==> src/rtl/can_fe_pkg.sv <==
package can_fe_pkg;
  localparam int CFG_W      = 2;
  localparam int LOOP_BIT   = 0;
  localparam int TRIPLE_BIT = 1;

  typedef struct packed {
    logic triple;
    logic loop;
  } fe_mode_t;
endpackage

==> src/rtl/can_fe_cfg.sv <==
module can_fe_cfg
  import can_fe_pkg::*;
(
  input  logic             clk,
  input  logic             rst,
  input  logic             freeze,
  input  logic             we,
  input  logic [CFG_W-1:0] wdata,
  output fe_mode_t         mode
);
  always_ff @(posedge clk) begin
    if (rst) begin
      mode <= '0;
    end else if (we && freeze) begin
      mode.loop   <= wdata[LOOP_BIT];
      mode.triple <= wdata[TRIPLE_BIT];
    end
  end


  cfg_frozen_only_chk: assert property (@(posedge clk) disable iff (rst)
    !freeze |=> $stable(mode));
endmodule

==> src/rtl/can_fe_sync.sv <==
module can_fe_sync #(
  parameter int   STAGES    = 2,
  parameter logic RESET_VAL = 1'b1
) (
  input  logic clk,
  input  logic rst,
  input  logic d,
  output logic q
);
  logic [STAGES-1:0] chain;

  always_ff @(posedge clk) begin
    if (rst) chain <= {STAGES{RESET_VAL}};
    else     chain <= {chain[STAGES-2:0], d};
  end

  assign q = chain[STAGES-1];
endmodule

==> src/rtl/can_fe_sampler.sv <==
module can_fe_sampler #(
  parameter int NSAMP = 3
) (
  input  logic clk,
  input  logic rst,
  input  logic din,
  input  logic tq,
  input  logic sp,
  input  logic triple,
  output logic bit_q,
  output logic valid_q
);
  localparam int WIN_W = NSAMP - 1;
  localparam int CNT_W = $clog2(NSAMP + 1);
  localparam int HALF  = NSAMP / 2;

  logic [WIN_W-1:0] win;
  logic [CNT_W-1:0] votes;
  logic             maj;

  always_ff @(posedge clk) begin
    if (rst)     win <= '1;
    else if (tq) win <= {win[WIN_W-2:0], din};
  end

  always_comb begin
    votes = CNT_W'(din);
    for (int i = 0; i < WIN_W; i++) votes = votes + CNT_W'(win[i]);
    maj = (votes > CNT_W'(HALF));
  end

  always_ff @(posedge clk) begin
    if (rst) begin
      bit_q   <= 1'b1;
      valid_q <= 1'b0;
    end else begin
      valid_q <= tq && sp;
      if (tq && sp) bit_q <= triple ? maj : din;
    end
  end


  valid_after_sp_chk: assert property (@(posedge clk) disable iff (rst)
    valid_q |-> $past(tq && sp));

  bit_hold_chk: assert property (@(posedge clk) disable iff (rst)
    !(tq && sp) |=> $stable(bit_q));

  single_follow_chk: assert property (@(posedge clk) disable iff (rst)
    (tq && sp && !triple) |=> (bit_q == $past(din)));
endmodule

==> src/rtl/can_bit_frontend.sv <==
module can_bit_frontend
  import can_fe_pkg::*;
#(
  parameter int SYNC_STAGES = 2,
  parameter int NSAMP       = 3
) (
  input  logic             clk,
  input  logic             rst,
  input  logic             rx_pin,
  output logic             tx_pin,
  input  logic             eng_tx_bit,
  input  logic             tq_strobe,
  input  logic             sp_strobe,
  input  logic             ack_slot,
  input  logic             freeze,
  input  logic             cfg_we,
  input  logic [CFG_W-1:0] cfg_wdata,
  output logic             mode_loop,
  output logic             mode_triple,
  output logic             rx_bit,
  output logic             rx_valid
);
  fe_mode_t mode;
  logic     rx_sync;
  logic     loop_src;
  logic     samp_in;

  can_fe_cfg u_cfg (
    .clk(clk), .rst(rst), .freeze(freeze),
    .we(cfg_we), .wdata(cfg_wdata), .mode(mode)
  );

  can_fe_sync #(.STAGES(SYNC_STAGES), .RESET_VAL(1'b1)) u_sync (
    .clk(clk), .rst(rst), .d(rx_pin), .q(rx_sync)
  );

  assign loop_src = ack_slot ? 1'b0 : eng_tx_bit;
  assign samp_in  = mode.loop ? loop_src : rx_sync;

  can_fe_sampler #(.NSAMP(NSAMP)) u_samp (
    .clk(clk), .rst(rst), .din(samp_in), .tq(tq_strobe), .sp(sp_strobe),
    .triple(mode.triple), .bit_q(rx_bit), .valid_q(rx_valid)
  );

  always_ff @(posedge clk) begin
    if (rst) tx_pin <= 1'b1;
    else     tx_pin <= mode.loop ? 1'b1 : eng_tx_bit;
  end

  assign mode_loop   = mode.loop;
  assign mode_triple = mode.triple;


  tx_recessive_chk: assert property (@(posedge clk) disable iff (rst)
    mode.loop |=> tx_pin);

  tx_follow_chk: assert property (@(posedge clk) disable iff (rst)
    !mode.loop |=> (tx_pin == $past(eng_tx_bit)));

  self_ack_chk: assert property (@(posedge clk) disable iff (rst)
    (mode.loop && ack_slot && tq_strobe && sp_strobe && !mode.triple) |=> !rx_bit);
endmodule

==> config.mk <==
export PLATFORM = sky130hd
export DESIGN_NAME = can_bit_frontend
export DESIGN_NICKNAME = d
export VERILOG_FILES = /design/src/rtl/can_fe_pkg.sv /design/src/rtl/can_fe_cfg.sv /design/src/rtl/can_fe_sync.sv /design/src/rtl/can_fe_sampler.sv /design/src/rtl/can_bit_frontend.sv
export SDC_FILE = /design/constraint.sdc
export NUM_CORES = 1
export LEC_CHECK = 0
export BUFFER_PORTS_ARGS = -buffer_cell sky130_fd_sc_hd__buf_2
export CAP_MARGIN = 0
export CORE_AREA = 2 2 39 41
export CTS_CLUSTER_DIAMETER = 30
export DETAILED_ROUTE_END_ITERATION = 8
export DIE_AREA = 0 0 41 43
export GPL_TIMING_DRIVEN = 0
export PLACE_DENSITY = 0.58
export SETUP_SLACK_MARGIN = 0.1
export SLEW_MARGIN = 15
export SYNTH_ARGS = -nofsm -noshare
export SYNTH_HDL_FRONTEND = slang
export SYNTH_SLANG_ARGS = --single-unit
==> constraint.sdc <==
create_clock -name clk -period 1.4 [get_ports clk]
set_input_delay 0 -clock clk [delete_from_list [all_inputs] [get_ports clk]]
set_output_delay 0 -clock clk [all_outputs]
set_load 0.02 [all_outputs]
==> results of run 1 <==
[through the flow]
stage / TNS, ns / setup WS, ns / total power [mW] / hold slack, ns / utilization [%]
CTS: -0.0479 / -0.0479 / 0.559 / 0.0162 / 38.8
finish: -0.0356 / -0.0356 / 0.549 / 0.0227 / 38.8
global route: -0.0922 / -0.0922 / 0.584 / 0.0335 / 38.8
global placement: -0.0346 / -0.0346 / 0.351 / 0.184 / 33.3
floorplan: -0.0281 / -0.0281 / 0.325 / 0.0988 / -
detailed placement: -0.0482 / -0.0482 / 0.352 / 0.186 / 33.3
[final timing paths]
check | to | slack (ns) | cells past startpoint
min reg2reg | u_sync.chain[1] | 0.41 | 1
min | u_cfg.mode[0] | 0.02 | 3
max reg2reg | u_samp.bit_q | -0.04 | 5
max | u_samp.bit_q | -0.04 | 5
[registers in the layout, indices dropped and copies added (netlist names)]
name,flops
u_samp.bit_q,1
u_cfg.mode,2
tx_pin,1
u_sync.chain,2
u_samp.valid_q,1
u_samp.win,2
[worst max-delay path, cell delays in order, from the launching register on]
cell	delay (ns)
dfxtp_4	0.35
and3b_4	0.20
or2_1	0.22
ha_1	0.28
a211oi_2	0.21
o31ai_2	0.07
[synth_stat cells]
master,instances
dfxtp_1,9
nand2_1,4
a21oi_1,3
nand3_1,2
nor2_1,2
or2_2,2
a211o_1,1
a211oi_1,1
and2b_4,1
and3b_4,1
buf_2,1
ha_1,1
inv_1,1
nor2b_1,1
nor3_1,1
nor3_2,1
nor4b_2,1
o31ai_2,1
or2_1,1
or3_1,1
[power groups by stage]
stage / clock network [mW] / logic (mW) / registers [mW]
6_report: 0.193 / 0.0811 / 0.275
5_1_grt: 0.217 / 0.0898 / 0.277
4_1_cts: 0.203 / 0.0820 / 0.275
3_5_place_dp: 0 / 0.0713 / 0.280
3_3_place_gp: 0 / 0.0700 / 0.281
2_1_floorplan: 0 / 0.0356 / 0.289
[final cells by class]
type / instances / area [µm²] / share of cell area (%)
repair buffers: 19 / 120 / 22.4
plain buffers: 1 / 5.00 / 0.932
multi-input cells: 25 / 178 / 33.1
inverters: 1 / 3.75 / 0.699
flip-flops and latches: 9 / 184 / 34.3
well taps: 16 / 20.0 / 3.73
clock buffers: 4 / 26.3 / 4.90
[cell families after synthesis]
kind of cell	Yosys count
fa+ha+maj	1
compound gates	6
buf+inv	2
simple gates	18
flops	9
[timing repair]
action | in CTS | in global routing
hold buffers | 5 | 0
hold endpoints to repair | 5 | 0
endpoints found under the setup margin | 1 | 1
[layer usage]
layer  vias to the layer above  GRT usage (%)  wire length, µm
met4                         0           6.00               10
met2                        15           11.3              256
met3                         2           6.28               63
li1                        171              -                -
met5                         -              0                0
met1                       121           9.35              311
==> results.cfg, run 1 <==
[outcome]
status = finished, violations left
violations = negative setup slack

[yosys]
ys_ff_latch = 9
synth_area_um2 = 362
yosysSeqAreaShare_pct = 49.8
synth_top_family_by_area = simple AND/OR/NAND/NOR gates
synth.area.top_cells = dfxtp_1 50%, a21oi_1 4.2%, nand2_1 4.2%
yosys_warnings = 0
synth_cells = 36
syn-num-nets = 48
synthMuxAreaShare_pct = 0
synth_cell_type_count = 20
synth_simple_gate_area_share_pct = 32.2
synthAdderAreaFrac_pct = 3.46
synthXorXnorAreaFrac_pct = 0
syn-mean-instance-area_um2 = 10.0
synth_compound_area_share_pct = 12.1
synth_top_area_share_pct = 49.8
synth_top_cell_by_area = dfxtp_1

[worst_setup_path]
cp-end-kind = flip-flop
cp.required_ns = 1.55
arrival_ns = 1.58
regToRegStartpoint = u_cfg.mode[0]
path_max_fanout = 5
crit_start = u_cfg.mode[0]
worstSetupStartpointType = flip-flop
crit_type = flip-flop to flip-flop

[power_and_ir_drop]
clkPwrFrac_pct = 35.1
power.internal_uw = 421
irDropWorstVdd_v = 0.000642
power_density_nw_per_um2 = 1020
power.share.combinational_pct = 14.8
sw_frac_of_total_pct = 23.3
seq_power_share_pct = 50.1
p_switching_uw = 128
p_leak_nw = 0.229

[place]
place_congestion = 0.608
placed_cells = 66
placed_cell_area_um2 = 460
dp_hpwl_um = 476
port_buffers = 14

[timing]
hold_violations = 0
relSlewSlack_pct = 87.5
rsz0062_at_grt = yes
fin_skew_ns = 0.00501
setup_slack_ns = -0.0356
post-route-period-util_pct = 103
slew_violations = 0
worst_slew_pin_slew_ns = 0.188
finalSetupViolCount = 1
period_needed_ns = 1.44
max_freq_mhz = 697

[routing]
dr.pass1.iters = 2
wl_per_cell_um = 8.56
avgViaCountPerCell = 4.12
first_iter_violations = 6
ant_nets = 0
vias = 309
drc_errors = 0
wirelength_um = 642

[clock_tree]
clk_latency_ns = 0.26
htree_levels = 1
clkTransAtPathRegs_ns = 0.06
postCtsSetupBuffers = 0
cts_buffers = 3
cts_resized = 0
cts-root-buf = clkbuf_4
cts_tree = built
cts.sinks = 9
cts_buffer_depth = 2

[worst_hold_path]
hold_class = input pin to flip-flop
holdCritStartpoint = cfg_we

[global_route]
gr-total-overflow = 0
grt_usage_pct = 8.64
antenna_found_initial = 0
grt_max_degree = 11
grt_pass1_vias = 254
grt_pass1_wl_um = 945

[layout]
drive_gt1_share_pct = 45.8
final_common_cell = buf_2
stdcell_count = 75
final_cell_area_um2 = 537
layout_common_cells = 15 x buf_2, 8 x dfxtp_1, 5 x dlygate4sd3_1
fill_cells = 145
syn2layout_area_growth_pct = 48.4
nNetsFinal = 72
antenna_cells = 0

[floorplanning]
initial_core_util_pct = 26.1
ios = 16
rows = 14
die_y_um = 43
fp.coreArea_um2 = 1380
fp.dieW_um = 41
die_area_um2 = 1760

[flow_run]
drv_cap = 0
Note: power is estimated with default switching activity, not from simulation.
==> inputs of run 2 (changes only) <==
--- a/config.mk
+++ b/config.mk
@@ -5,6 +5,7 @@
 export SDC_FILE = /design/constraint.sdc
 export NUM_CORES = 1
 export LEC_CHECK = 0
+export ABC_AREA = 1
 export BUFFER_PORTS_ARGS = -buffer_cell sky130_fd_sc_hd__buf_2
 export CAP_MARGIN = 0
 export CORE_AREA = 2 2 39 41
@@ -12,7 +13,7 @@
 export DETAILED_ROUTE_END_ITERATION = 8
 export DIE_AREA = 0 0 41 43
 export GPL_TIMING_DRIVEN = 0
-export PLACE_DENSITY = 0.58
+export PLACE_DENSITY = 0.56
 export SETUP_SLACK_MARGIN = 0.1
 export SLEW_MARGIN = 15
 export SYNTH_ARGS = -nofsm -noshare
==> results.cfg, run 2 <==
[yosys]
syn-mean-instance-area_um2 = 8.01
synth_flop_cell = dfxtp_1
synth_top_area_share_pct = 53.5
yosysMostFrequentCell = nand2_1
async_flop_share_pct = 0
synth_cells = 42
synth.area.top_cells = dfxtp_1 54%, nand2_1 12%, a21oi_1 5.9%
syn-num-nets = 54
ys_ff_latch = 9
yosys_warnings = 0
synth_area_um2 = 337
synth_edf_count = 0
ys_top_cells_by_count = 11 x nand2_1, 9 x dfxtp_1, 5 x inv_1
yosysSeqAreaShare_pct = 53.5
synth_cell_type_count = 11
synth_top_cell_by_area = dfxtp_1

[routing]
first_iter_violations = 6
avgViaCountPerCell = 4.35
vias = 352
wirelength_um = 746
wl_per_cell_um = 9.21
drc_errors = 0
dr.pass1.iters = 4
ant_nets = 0

[floorplanning]
initial_core_util_pct = 24.3
fp.coreArea_um2 = 1380
ios = 16
die_area_um2 = 1760
rows = 14
die_y_um = 43
fp.dieW_um = 41

[worst_setup_path]
path_max_fanout = 2
cp_common_cell = nand2_1
cp_top_family = buffers and inverters
critPathBufInv = 2
cp.required_ns = 1.60
crit_start = eng_tx_bit
reg2regPathDepth = 8
regToRegStartpoint = u_cfg.mode[0]
regToRegSetupSlack_ns = 0.23
crit_slowest_cell = dlygate4sd3_1
worstSetupStartpointType = input pin
worstReg2RegEnd = u_samp.bit_q
max_stage_delay_ns = 0.53
crit_chain = dlygate4sd3_1 > buf_2 > nand3_2 > nand2_2 > ha_1 > nand2_1 > a21oi_2 > nand2_1 > nand2_1
cp-end-kind = flip-flop
arrival_ns = 1.37
crit_type = input pin to flip-flop

[global_route]
grt_pass1_vias = 297
antenna_found_initial = 0
grt_pass1_wl_um = 1130
gr-total-overflow = 0
grt_max_degree = 7
grt_usage_pct = 10.6

[clock_tree]
cts_buffer_depth = 2
cts_buffers = 3
clkTransAtPathRegs_ns = 0.06
htree_levels = 1
cts-root-buf = clkbuf_4
postCtsSetupBuffers = 0
clk_latency_ns = 0.26
cts.sinks = 9
cts_tree = built

[timing]
post-route-period-util_pct = 83.4
hold_violations = 0
slew_violations = 0
fin_skew_ns = 0.00118
rsz0062_at_grt = no
max_freq_mhz = 856
period_needed_ns = 1.17
finalSetupViolCount = 0
fin_hold_ws_ns = 0.00775
setup_slack_ns = 0.232
worst_slew_pin_slew_ns = 0.146
fin_tns_setup_ns = 0
relSlewSlack_pct = 90.1

[layout]
final_core_util_pct = 36.8
antenna_cells = 0
layout_common_cells = 15 x buf_2, 9 x nand2_1, 8 x dfxtp_1
drive_gt1_share_pct = 40.0
syn2layout_area_growth_pct = 51.3
reg_top3 = u_cfg.mode (2), u_samp.win (2), u_sync.chain (2)
final_cell_area_um2 = 509
final_common_cell = buf_2
nNetsFinal = 78

[power_and_ir_drop]
irDropWorstVdd_v = 0.000344
seq_power_share_pct = 49.9
p_switching_uw = 139
clkPwrFrac_pct = 34.5
p_leak_nw = 0.250
sw_frac_of_total_pct = 24.8
power_density_nw_per_um2 = 1100
power.share.combinational_pct = 15.6
power.internal_uw = 422

[outcome]
status = complete, no violations

[place]
placed_cell_area_um2 = 432
port_buffers = 15
place_congestion = 0.664
place_ws_ns = 0.172

[worst_hold_path]
min_path_cells = 3
worstHoldEndpoint = u_samp.valid_q
holdCritStartpoint = sp_strobe
hold_class = input pin to flip-flop

[flow_run]
drv_cap = 0
-- run 2: worst max-delay path by stage --
stage	endpoint	slack (ns)	cells past startpoint
after detailed placement	u_samp.bit_q	0.17	8
final	u_samp.bit_q	0.23	9
after floorplan	u_samp.bit_q	0.14	8
after global placement	u_samp.bit_q	0.22	8
after global routing	u_samp.bit_q	0.11	8
after CTS	u_samp.bit_q	0.17	8
-- run 2: metrics by stage --
step | std cells | power [mW]
4_1_cts | 81 | 0.575
3_5_place_dp | 73 | 0.363
3_3_place_gp | 73 | 0.360
2_1_floorplan | 42 | 0.329
5_1_grt | 81 | 0.602
6_report | 81 | 0.562
-- run 2: logic make-up (layout without fill, tap and decap cells) --
logic type | after synthesis | count (layout) | synth area share [%]
simple gates | 20 | 20 | 25.6
flops | 9 | 9 | 53.5
compound gates | 7 | 7 | 11.5
buf+inv | 5 | 28 | 5.58
fa+ha+maj | 1 | 1 | 3.72
-- run 2: cell type report --
type | instances | area (µm²)
fill | 146 | 875
sequential | 9 | 181
timing repair buffer | 19 | 115
inverter | 5 | 18.8
clock buffer | 4 | 26.3
multi-input combinational | 28 | 148
tap | 16 | 20.0
-- run 2: power by group through the flow --
stage	Clock [mW]	Sequential (mW)	Combinational (mW)
CTS	0.209	0.279	0.0869
global route	0.220	0.282	0.100
detailed placement	0	0.285	0.0780
finish	0.194	0.280	0.0879
global placement	0	0.284	0.0761
floorplan	0	0.295	0.0348
-- run 2: repair_timing --
item,in CTS,in global routing
hold buffers,4,0
setup endpoints to repair,0,1
resized for setup,0,4
hold endpoints to repair,4,0
-- run 2: routing by layer --
metal  global-route usage (%)  part of all wire [%]
met5                        0                     0
met4                     12.0                   1.3
met3                     4.71                    11
met2                     14.1                    48
met1                     10.7                    39
-- run 2: worst reg2reg max path, stage by stage (launching register included) --
cell and delay, ns:
dfxtp_2 0.35, inv_1 0.07, nand2_2 0.07, nand2_2 0.06, ha_1 0.27, nand2_1 0.06
a21oi_2 0.12, nand2_1 0.06, nand2_1 0.06
==> inputs of run 3 (changes only) <==
--- a/config.mk
+++ b/config.mk
@@ -13,7 +13,7 @@
 export DETAILED_ROUTE_END_ITERATION = 8
 export DIE_AREA = 0 0 41 43
 export GPL_TIMING_DRIVEN = 0
-export PLACE_DENSITY = 0.56
+export PLACE_DENSITY = 0.54
 export SETUP_SLACK_MARGIN = 0.1
 export SLEW_MARGIN = 15
 export SYNTH_ARGS = -nofsm -noshare
==> constraint.sdc (replaced) <==
create_clock -name clk -period 1.1 [get_ports clk]
set_input_delay 0 -clock clk [delete_from_list [all_inputs] [get_ports clk]]
set_output_delay 0 -clock clk [all_outputs]
set_load 0.02 [all_outputs]
==> results.cfg, run 3 (same netlist as run 2, synthesis figures left out) <==
[outcome]
status = complete, no violations

[timing]
slew_violations = 0
post-route-period-util_pct = 99.4
period_needed_ns = 1.09
worst_slew_pin_slew_ns = 0.140
finalSetupViolCount = 0
relSlewSlack_pct = 90.6
hold_violations = 0
fin_skew_ns = 0.00176
max_freq_mhz = 914
setup_slack_ns = 0.00648
rsz0062_at_grt = yes

[layout]
stdcell_count = 81
nNetsFinal = 78
antenna_cells = 0
syn2layout_area_growth_pct = 56.5
final_common_cell = buf_2
drive_gt1_share_pct = 44.6
layout_common_cells = 15 x buf_2, 8 x nand2_1, 8 x dfxtp_1
reg_top3 = u_cfg.mode (2), u_samp.win (2), u_sync.chain (2)
final_core_util_pct = 38.1

[routing]
wl_per_cell_um = 9.04
ant_nets = 0
wirelength_um = 732
drc_errors = 0
dr.pass1.iters = 1
first_iter_violations = 0
vias = 341
avgViaCountPerCell = 4.21

[power_and_ir_drop]
p_leak_nw = 0.251
seq_power_share_pct = 49.0
power.share.combinational_pct = 16.5
p_switching_uw = 186
clkPwrFrac_pct = 34.5
sw_frac_of_total_pct = 25.5
irDropWorstVdd_v = 0.000444
power.internal_uw = 541
power_density_nw_per_um2 = 1380

[floorplanning]
ios = 16
fp.dieW_um = 41
die_y_um = 43
fp.coreArea_um2 = 1380
die_area_um2 = 1760
initial_core_util_pct = 24.3
rows = 14

[global_route]
grt_usage_pct = 9.55
antenna_found_initial = 0
busiest_layer = met2
use_met2_pct = 15.3
grt_pass1_wl_um = 1080
grt_max_degree = 7
met1_usage_pct = 9.03
use_met3_pct = 3.14
gr-total-overflow = 0
grt_pass1_vias = 295

[clock_tree]
clk_latency_ns = 0.25
cts-root-buf = clkbuf_4
cts_buffer_depth = 2
htree_levels = 1
cts_buffers = 3
cts_tree = built
clkTransAtPathRegs_ns = 0.06
cts.sinks = 9

[worst_hold_path]
hold_class = input pin to flip-flop

[place]
dp_hpwl_um = 559
port_buffers = 15
placed_cells = 73
place_ws_ns = -0.0134
place_congestion = 0.675

[worst_setup_path]
worstSetupStartpointType = flip-flop
cp-end-kind = flip-flop
crit_type = flip-flop to flip-flop
path_max_fanout = 4
arrival_ns = 1.30
cp.required_ns = 1.30

[flow_run]
drv_cap = 0
## run 3: metrics by stage
step	total power [mW]	TNS [ns]	hold slack (ns)	cell area [µm²]
after floorplan	0.426	0	0.0724	358
after global placement	0.465	-0.0113	0.184	453
after detailed placement	0.468	-0.0134	0.189	453
after CTS	0.739	-0.00393	0.0103	527
after global routing	0.772	-0.0839	0.0138	527
final	0.727	0	0.00986	527
## run 3: area by class of cell
type / instances / area [µm²]
Clock buffer: 4 / 26.3
Fill cell: 159 / 857
Inverter: 5 / 18.8
Multi-Input combinational cell: 28 / 163
Sequential cell: 9 / 184
Tap cell: 16 / 20.0
Timing Repair Buffer: 19 / 115
## run 3: final timing paths
check | start | end | slack [ns] | cells after the start
worst max-delay path | u_cfg.mode[0] | u_samp.bit_q | 0.006 | 8
worst min-delay path | sp_strobe | u_samp.valid_q | 0.01 | 3
worst max register to register | u_cfg.mode[0] | u_samp.bit_q | 0.006 | 8
worst min register to register | u_sync.chain[0] | u_sync.chain[1] | 0.42 | 1
## run 3: layer usage
layer,vias up,share of wire [%]
met2,10,49
met3,2,5.5
met1,150,44
met5,-,0
li1,179,-
met4,0,1.6
## run 3: timing repair
action | 4_1_cts | 5_1_grt
hold endpoints to repair | 4 | 0
hold buffers | 4 | 0
pin swaps | 0 | 0
resized for setup | 2 | 0
setup buffers | 0 | 0
endpoints found under the setup margin | 1 | 1
## run 3: power by group through the flow
stage,sequential (mW),combinational (mW),clock [mW]
6_report,0.356,0.120,0.251
5_1_grt,0.359,0.135,0.277
4_1_cts,0.357,0.121,0.261
3_5_place_dp,0.363,0.105,0
3_3_place_gp,0.362,0.103,0
2_1_floorplan,0.376,0.0498,0
## run 3: critical path, cell delays in order, from the launching register on
cell and delay [ns]:
dfxtp_4 0.36, inv_2 0.04, nand2_2 0.07, nand2_2 0.07
ha_4 0.26, nand2_2 0.04, a21oi_2 0.10, nand2_1 0.05
nand2_1 0.05
